## src/rtl/lsq_filt_pkg.sv

```systemverilog
// Shared types for the per-block search filter.
// Assumes: nothing beyond IEEE 1800-2017 packages.
package lsq_filt_pkg;

    // Action applied to one filter row at the next clock edge.
    typedef enum logic [1:0] {
        ROW_HOLD  = 2'd0,
        ROW_SET   = 2'd1,
        ROW_CLEAR = 2'd2
    } row_op_e;

    // Access granularity in address bits (8-byte words).
    localparam int unsigned WORD_LSB = 3;

endpackage

```

## src/rtl/lsq_filt_hash.sv

```systemverilog
// Address hash: picks IDX_W address bits just above the access granularity.
// Assumes: ADDR_W >= GRAN_LSB + IDX_W.
module lsq_filt_hash #(
    parameter int unsigned ADDR_W   = 40,
    parameter int unsigned GRAN_LSB = 3,
    parameter int unsigned IDX_W    = 5
) (
    input  logic [ADDR_W-1:0] addr,
    output logic [IDX_W-1:0]  idx
);

    // Slice the index field out of the address.
    always_comb begin
        idx = addr[GRAN_LSB +: IDX_W];
    end

endmodule

```

## src/rtl/lsq_filt_row.sv

```systemverilog
// One filter row: a plain bit vector owned by one block slot.
// Supports set-one-bit and flash-clear; clear has priority by encoding.
// Assumes: FILT_BITS is a power of two equal to 2**IDX_W.
module lsq_filt_row
    import lsq_filt_pkg::*;
#(
    parameter int unsigned FILT_BITS = 32,
    parameter int unsigned IDX_W     = $clog2(FILT_BITS)
) (
    input  logic             clk,
    input  logic             rst_n,
    input  row_op_e          op,
    input  logic [IDX_W-1:0] set_idx,
    input  logic [IDX_W-1:0] qry_idx,
    output logic             qry_bit
);

    logic [FILT_BITS-1:0] bits_q;

    // Row state: reset empty, wiped on clear, one bit added on set.
    always_ff @(posedge clk) begin
        if (!rst_n) begin
            bits_q <= '0;
        end else begin
            unique case (op)
                ROW_CLEAR: bits_q <= '0;
                ROW_SET:   bits_q[set_idx] <= 1'b1;
                default:   bits_q <= bits_q;
            endcase
        end
    end

    // Read port for queries.
    always_comb begin
        qry_bit = bits_q[qry_idx];
    end

endmodule

```

## src/rtl/lsq_filt_live.sv

```systemverilog
// Live-slot tracker: one bit per block slot, set on allocation,
// cleared on commit or flush. A clear beats an allocation of the same slot.
// Assumes: alloc_oh and clr_oh are decoded one-hot (or zero) by the caller.
module lsq_filt_live #(
    parameter int unsigned NUM_BLOCKS = 8
) (
    input  logic                  clk,
    input  logic                  rst_n,
    input  logic [NUM_BLOCKS-1:0] alloc_oh,
    input  logic [NUM_BLOCKS-1:0] clr_oh,
    output logic [NUM_BLOCKS-1:0] live
);

    logic [NUM_BLOCKS-1:0] live_q;

    // Live vector update with clear priority.
    always_ff @(posedge clk) begin
        if (!rst_n) begin
            live_q <= '0;
        end else begin
            live_q <= (live_q | alloc_oh) & ~clr_oh;
        end
    end

    // Expose the state.
    always_comb begin
        live = live_q;
    end

endmodule

```

## src/rtl/lsq_search_filter.sv

```systemverilog
// Per-block search filter for one load/store queue partition.
// One bit-vector filter per in-flight block slot; inserts set the hashed bit
// in the owning block's row, queries OR the hashed bit over live rows.
// Assumes: NUM_BLOCKS is a power of two; block ids come from the scheduler.
module lsq_search_filter
    import lsq_filt_pkg::*;
#(
    parameter int unsigned NUM_BLOCKS = 8,
    parameter int unsigned FILT_BITS  = 32,
    parameter int unsigned ADDR_W     = 40,
    localparam int unsigned BID_W     = $clog2(NUM_BLOCKS),
    localparam int unsigned IDX_W     = $clog2(FILT_BITS)
) (
    input  logic                  clk,
    input  logic                  rst_n,
    input  logic                  alloc_valid,
    input  logic [BID_W-1:0]      alloc_blk,
    input  logic                  ins_valid,
    input  logic [BID_W-1:0]      ins_blk,
    input  logic [ADDR_W-1:0]     ins_addr,
    input  logic                  qry_valid,
    input  logic [ADDR_W-1:0]     qry_addr,
    output logic                  qry_search,
    input  logic                  commit_valid,
    input  logic [BID_W-1:0]      commit_blk,
    input  logic                  flush_valid,
    input  logic [BID_W-1:0]      flush_blk,
    output logic [NUM_BLOCKS-1:0] blk_live
);

    logic [IDX_W-1:0]      ins_idx;
    logic [IDX_W-1:0]      qry_idx;
    logic [NUM_BLOCKS-1:0] alloc_oh;
    logic [NUM_BLOCKS-1:0] ins_oh;
    logic [NUM_BLOCKS-1:0] clr_oh;
    logic [NUM_BLOCKS-1:0] live;
    logic [NUM_BLOCKS-1:0] row_bit;
    logic [NUM_BLOCKS-1:0] row_hit;

    lsq_filt_hash #(
        .ADDR_W  (ADDR_W),
        .GRAN_LSB(WORD_LSB),
        .IDX_W   (IDX_W)
    ) ins_hash_i (
        .addr(ins_addr),
        .idx (ins_idx)
    );

    lsq_filt_hash #(
        .ADDR_W  (ADDR_W),
        .GRAN_LSB(WORD_LSB),
        .IDX_W   (IDX_W)
    ) qry_hash_i (
        .addr(qry_addr),
        .idx (qry_idx)
    );

    // Decode the event block ids into one-hot slot vectors.
    always_comb begin
        alloc_oh = '0;
        ins_oh   = '0;
        clr_oh   = '0;
        if (alloc_valid)  alloc_oh[alloc_blk] = 1'b1;
        if (ins_valid)    ins_oh[ins_blk]     = 1'b1;
        if (commit_valid) clr_oh[commit_blk]  = 1'b1;
        if (flush_valid)  clr_oh[flush_blk]   = 1'b1;
    end

    lsq_filt_live #(
        .NUM_BLOCKS(NUM_BLOCKS)
    ) live_i (
        .clk     (clk),
        .rst_n   (rst_n),
        .alloc_oh(alloc_oh),
        .clr_oh  (clr_oh),
        .live    (live)
    );

    for (genvar b = 0; b < NUM_BLOCKS; b++) begin : g_row
        row_op_e op;

        // Row action: clear first, then a set only into an already-live slot.
        always_comb begin
            if (clr_oh[b])                 op = ROW_CLEAR;
            else if (ins_oh[b] && live[b]) op = ROW_SET;
            else                           op = ROW_HOLD;
        end

        lsq_filt_row #(
            .FILT_BITS(FILT_BITS),
            .IDX_W    (IDX_W)
        ) row_i (
            .clk    (clk),
            .rst_n  (rst_n),
            .op     (op),
            .set_idx(ins_idx),
            .qry_idx(qry_idx),
            .qry_bit(row_bit[b])
        );
    end

    // Query result: hashed bit in any live row.
    always_comb begin
        row_hit    = row_bit & live;
        qry_search = qry_valid && (|row_hit);
        blk_live   = live;
    end

endmodule

```

## config.mk

```make
export PLATFORM = sky130hd
export DESIGN_NAME = lsq_search_filter
export DESIGN_NICKNAME = d
export VERILOG_FILES = /design/src/rtl/lsq_filt_pkg.sv /design/src/rtl/lsq_filt_hash.sv /design/src/rtl/lsq_filt_row.sv /design/src/rtl/lsq_filt_live.sv /design/src/rtl/lsq_search_filter.sv
export SDC_FILE = /design/constraint.sdc
export NUM_CORES = 1
export LEC_CHECK = 0
export ABC_AREA = 1
export ABC_CLOCK_PERIOD_IN_PS = 3500
export BUFFER_PORTS_ARGS = -buffer_cell sky130_fd_sc_hd__buf_2
export CAP_MARGIN = 20
export CORE_MARGIN = 8
export CORE_UTILIZATION = 35
export CTS_BUF_LIST = sky130_fd_sc_hd__clkbuf_4 sky130_fd_sc_hd__clkbuf_8
export DETAILED_ROUTE_END_ITERATION = 8
export SYNTH_ARGS = -nofsm -noshare
export SYNTH_HDL_FRONTEND = slang
export SYNTH_SLANG_ARGS = --single-unit
```

## constraint.sdc

```tcl
create_clock -name clk -period 3.5 [get_ports clk]
set_input_delay 0.7 -clock clk [delete_from_list [all_inputs] [get_ports clk]]
set_output_delay 0.7 -clock clk [all_outputs]
set_load 0.05 [all_outputs]
```

### Yosys cells after proc, flatten, opt, wreduce, memory -nomap -nowiden

Cells that the tools add are included.

* register bits: 264
* bits of input ports: 99
* output and inout bits: 9
* word-level logic and storage cells: 126

* order comparisons: 11
* equal/unequal tests: 16
* mux-type cells: 54
* bitwise logic cells: 13
* reduce and logical (&&, ||, !) cells: 23

Operator list (count)
* $pmux W32 S2: 8
* $or A32 B32 Y32: 8
* $bmux W1 S5: 8
* $mux W8: 4
* $mux W1: 21
* $and A8 B8 Y8: 2
* $eq A2 B1 Y1 const B: 8
* $eq A2 B2 Y1 const B: 8
* $lt A3 B4 Y1 const B: 4
* $mux W2: 8
* $or A8 B8 Y8: 2
* $reduce_bool A2 Y1: 8
* $logic_and A1 B1 Y1: 14
* $demux W1 S3: 4
* $ge A3 B1 Y1 const B: 4
* $lt A5 B6 Y1 const B: 2
* $not A8 Y8: 1
* $reduce_or A8 Y1: 1
* $demux W1 S5: 1
* $ge A5 B1 Y1 const B: 1

### Longest topological paths before layout

* depth in word-level cells: 10
* gate-level depth with buffers: 13
* gate-level depth less buffers: 11

### Modules after synthesis

Synthesis repeated with hierarchy kept, for this count alone.

* cell total of the unflattened synthesis: 1721
* area, all modules: 12220.5 um^2

Modules (own cells, without submodules)
* lsq_filt_row (g_row[0].row_i ...): times used 4, cells an instance 197, area each 1430.1 um^2, seq. area each 640.6 um^2
* lsq_filt_row (g_row[4].row_i ...): times used 4, cells an instance 197, area each 1425.1 um^2, seq. area each 640.6 um^2
* lsq_search_filter: times used 1, cells an instance 94, area each 410.4 um^2, seq. area each 0.0 um^2
* lsq_filt_live: times used 1, cells an instance 41, area each 314.1 um^2, seq. area each 160.2 um^2
* lsq_filt_hash: times used 2, cells an instance 5, area each 37.5 um^2, seq. area each 0.0 um^2

### Worst setup path before layout

No wires, ideal clock.

* path kind: input to output
* start: in qry_addr[3]
* end: out qry_search
* arrival: 2.373 ns
* required time: 2.800 ns
* setup slack: 0.427 ns
* cell stages on the path: 13
* buffers on the path: 2
* cells stage by stage: inv_1 -> buf_6 -> buf_2 -> nand2_1 -> nand3_1 -> nand3_1 -> nand2_1 -> nand2_1 -> nand3_1 -> nand3_1 -> nand2_1 -> nor2_1 -> a21oi_1

* word-level cells in the longest chain between the ends: 5
* elaborated cells between the ends (all ways): 19
* classes of those cells: mux: 16; bitwise: 1; reduce/logical: 2

Ends and longest elaborated chain
* from (decl): RTL line lsq_search_filter.sv:22 `input logic [ADDR_W-1:0] qry_addr,`
* $bmux W1 S5: RTL line lsq_filt_row.sv:35 `qry_bit = bits_q[qry_idx];`
* $mux W1 (implied by the code): RTL line lsq_filt_row.sv:35
* $and A8 B8 Y8 (*): RTL line lsq_search_filter.sv:104 `row_hit = row_bit & live;`
* $reduce_or A8 Y1 (*): RTL line lsq_search_filter.sv:105 `qry_search = qry_valid && (|row_hit);`
* $logic_and A1 B1 Y1 (*): RTL line lsq_search_filter.sv:105
* to (decl): RTL line lsq_search_filter.sv:23 `output logic qry_search,`

Every way passes the cells marked *; elsewhere a longest branch is shown, timed or not. The select of a mux whose other input is x is not followed.

### Worst setup path in the final report

Same ends and word-level chain as after synthesis.

==> flow_metrics.tcl <==
set metrics [dict create \
    peakVddDrop_uv 197.0 \
    areaGrowthSynthToFinish_pct 16.49 \
    fin_crit_sh 0.9601 \
    ff2ff_path_depth 4 \
    min_from "g_row[1].row_i.bits_q[28]" \
    fp-row-count 64 \
    gp_congestion 0.9272 \
    antenna_found_initial 1 \
    n_fill_cell 3178 \
    drive_gt1_frac 0.1078 \
    cts_setup_buffers 0 \
    grt_overflow_total 0 \
    timing.fmax_ghz 0.2976 \
    viasPerCell 5.230 \
    worstPathArrival_ns 2.66 \
    p_leak_nw 4.775 \
    pwr_density_cell_nw_per_um2 506.3 \
    status "finished clean" \
    synth.distinct_cells 16 \
    fin_tns_setup_ns 0 \
    syn_avg_cell_area_um2 7.083 \
    portBuffers 37 \
    floorplan.initialDensity 0.3564 \
    synth_enable_flop_cells 0 \
    hpwlAfterDp_mm 21.35 \
    hold_buffers 0 \
    r2r-start "live_i.live[4]" \
    drt-initial-drc-count 1030 \
    diodes 0 \
    wl_met3_mm 2.236 \
    seq_area_frac_synth 0.4836 \
    nNetsFinal 1663 \
    hold_depth 2 \
    rsz0062_at_grt "no" \
    drv_cap 0 \
    clock_skew_ns 0.01665 \
    cts_max_level 2 \
    end_kind "output port" \
    cp.required_ns 2.80 \
    clk_latency_ns 0.56 \
    placedCellCount 1911 \
    core_area_um2 30670 \
    holdPathEnd "g_row[1].row_i.bits_q[28]" \
    synth-seq-cells 264 \
    synth_nets 1642 \
    root_buffer "clkbuf_8" \
    synth_cells 1543 \
    drt_pass1_iterations 7 \
    cp-start-kind "primary input" \
    grt_pass1_wl_mm 54.71 \
    routed_wl_mm 34.93 \
    ctsLongestPathBuffers 3 \
    post-route-cell-area_um2 12730 \
    fin_cells 1992 \
    dieArea_um2 37140 \
    synth-main-ff-cell "dfxtp_1" \
    r2r-end "g_row[4].row_i.bits_q[31]" \
    syn-cell-area_um2 10930 \
    clk_transition_reported_paths_ns 0.05 \
    setup_viol 0 \
    grt_usage 0.1870 \
    cts_made_buffers 46 \
    slew_headroom 0.4461 \
    path_class "in2out" \
    cp_max_fo 42 \
    ant_nets 0 \
    io_pins 108 \
    worst_pin_slew_ns 0.8277 \
    route.met2.wl_mm 16.10 \
    drv_slew 0 \
    cts_tree "done" \
    pre_cts_ws_ns 0.09691 \
    place_area_um2 11710 \
    async_flop_share 0 \
    highest_layer "met5" \
    num_vias 10418 \
    hold_viol_final 0 \
    hp-class "reg2reg" \
    min_period_ns 3.360 \
    finalWorstSetupSlack_ns 0.1398 \
    die_y_um 192.7 \
    drc 0 \
    m1WireLength_mm 15.78 \
    fp.dieW_um 192.7 \
    r2r_setup_slack_ns 1.82 \
    clock_sinks 264 \
    first_global_vias 9833 \
    drt-wirelength-per-cell_um 17.54 \
    grt_max_degree 65 \
    ys_warn_count 0 \
    finalPower_w 0.006445 \
]
-- cell type report --
cell class / count / area, µm² / area share
Clock buffer: 72 / 903.4 / 0.07096
Clock inverter: 8 / 73.82 / 0.005799
Inverter: 25 / 96.34 / 0.007568
Tap cell: 396 / 495.5 / 0.03892
Sequential cell: 264 / 5285 / 0.4151
Timing Repair Buffer: 74 / 624.3 / 0.04904
Multi-Input combinational cell: 1153 / 5253 / 0.4126
-- worst max path at each step --
| stage | startpoint | to | slack [ns] |
|---|---|---|---|
| finish | qry_addr[3] | qry_search | 0.14 |
| global route | qry_addr[3] | qry_search | 0.02 |
| CTS | qry_addr[3] | qry_search | 0.09 |
| detailed placement | qry_addr[3] | qry_search | 0.1 |
| global placement | qry_addr[3] | qry_search | 0.09 |
| floorplan | qry_addr[3] | qry_search | 0.43 |
-- registers in the layout, indices dropped and copies added, names as in the netlist --
name,count
g_row.row_i.bits_q,256
live_i.live,8
-- where the power goes --
group          internal [W]  switching [W]
combinational      0.000126       0.000364
sequential          0.00301     0.00000555
clock               0.00171        0.00123
-- per-stage QoR --
step	hold WS, ns	util
global route	0.4987	0.4151
finish	0.4780	0.4151
CTS	0.4821	0.4138
floorplan	0.4515	-
global placement	0.4598	0.3819
detailed placement	0.4680	0.3819
-- synth_stat cells, types with 4 or more instances --
master | instances | share of area
nand3_1 | 226 | 0.10
clkbuf_1 | 52 | 0.018
nand2_1 | 340 | 0.12
nor3b_2 | 8 | 0.0092
nand4_1 | 4 | 0.0023
a21oi_1 | 265 | 0.12
nor2_1 | 302 | 0.10
o311ai_2 | 4 | 0.0060
buf_2 | 42 | 0.019
inv_1 | 24 | 0.0082
dfxtp_1 | 264 | 0.48
o221ai_1 | 4 | 0.0032
buf_4 | 5 | 0.0034
-- layer usage --
layer  track usage  vias up
li1              -     5144
met2        0.3080      350
met4       0.05376        2
met1        0.2485     4861
met5             0        -
met3       0.03054       61
-- what timing repair did --
action,in CTS,in global routing
setup endpoints to repair,0,1
gates resized for setup,0,5
endpoints found under the hold margin,0,0
-- worst max-delay path, stage by stage --
cell     delay [ns]
buf_4          0.22
inv_4          0.15
buf_12         0.24
nand2_1        0.08
nand3_1        0.09
nand3_1        0.12
nand2_1        0.09
nand2_1        0.05
nand3_1        0.13
nand3_1        0.08
nand2_1        0.07
nor2_1         0.05
a21oi_1        0.28
buf_4          0.27
-- placed cells by master, fill, tap and decap left out --
cell	count
inv_6	1
buf_6	3
clkbuf_4	14
nand2_1	340
buf_2	35
clkinvlp_4	2
nand3_1	226
inv_1	23
buf_4	25
a21oi_1	265
nor3b_4	8
bufinv_16	1
clkinv_2	4
buf_16	1
o311ai_4	4
dfxtp_1	264
nand4_1	4
inv_4	1
nor2_1	302
clkbuf_8	58
o221ai_4	4
buf_12	10
inv_2	1
-- cell families after synthesis --
family,after synthesis,synth area share
AO/OA/AOI/OAI,273,0.1305
buffers and inverters,126,0.05049
flip-flops,264,0.4836
AND/OR/NAND/NOR,880,0.3354
Power figures use the tool's default switching activity.
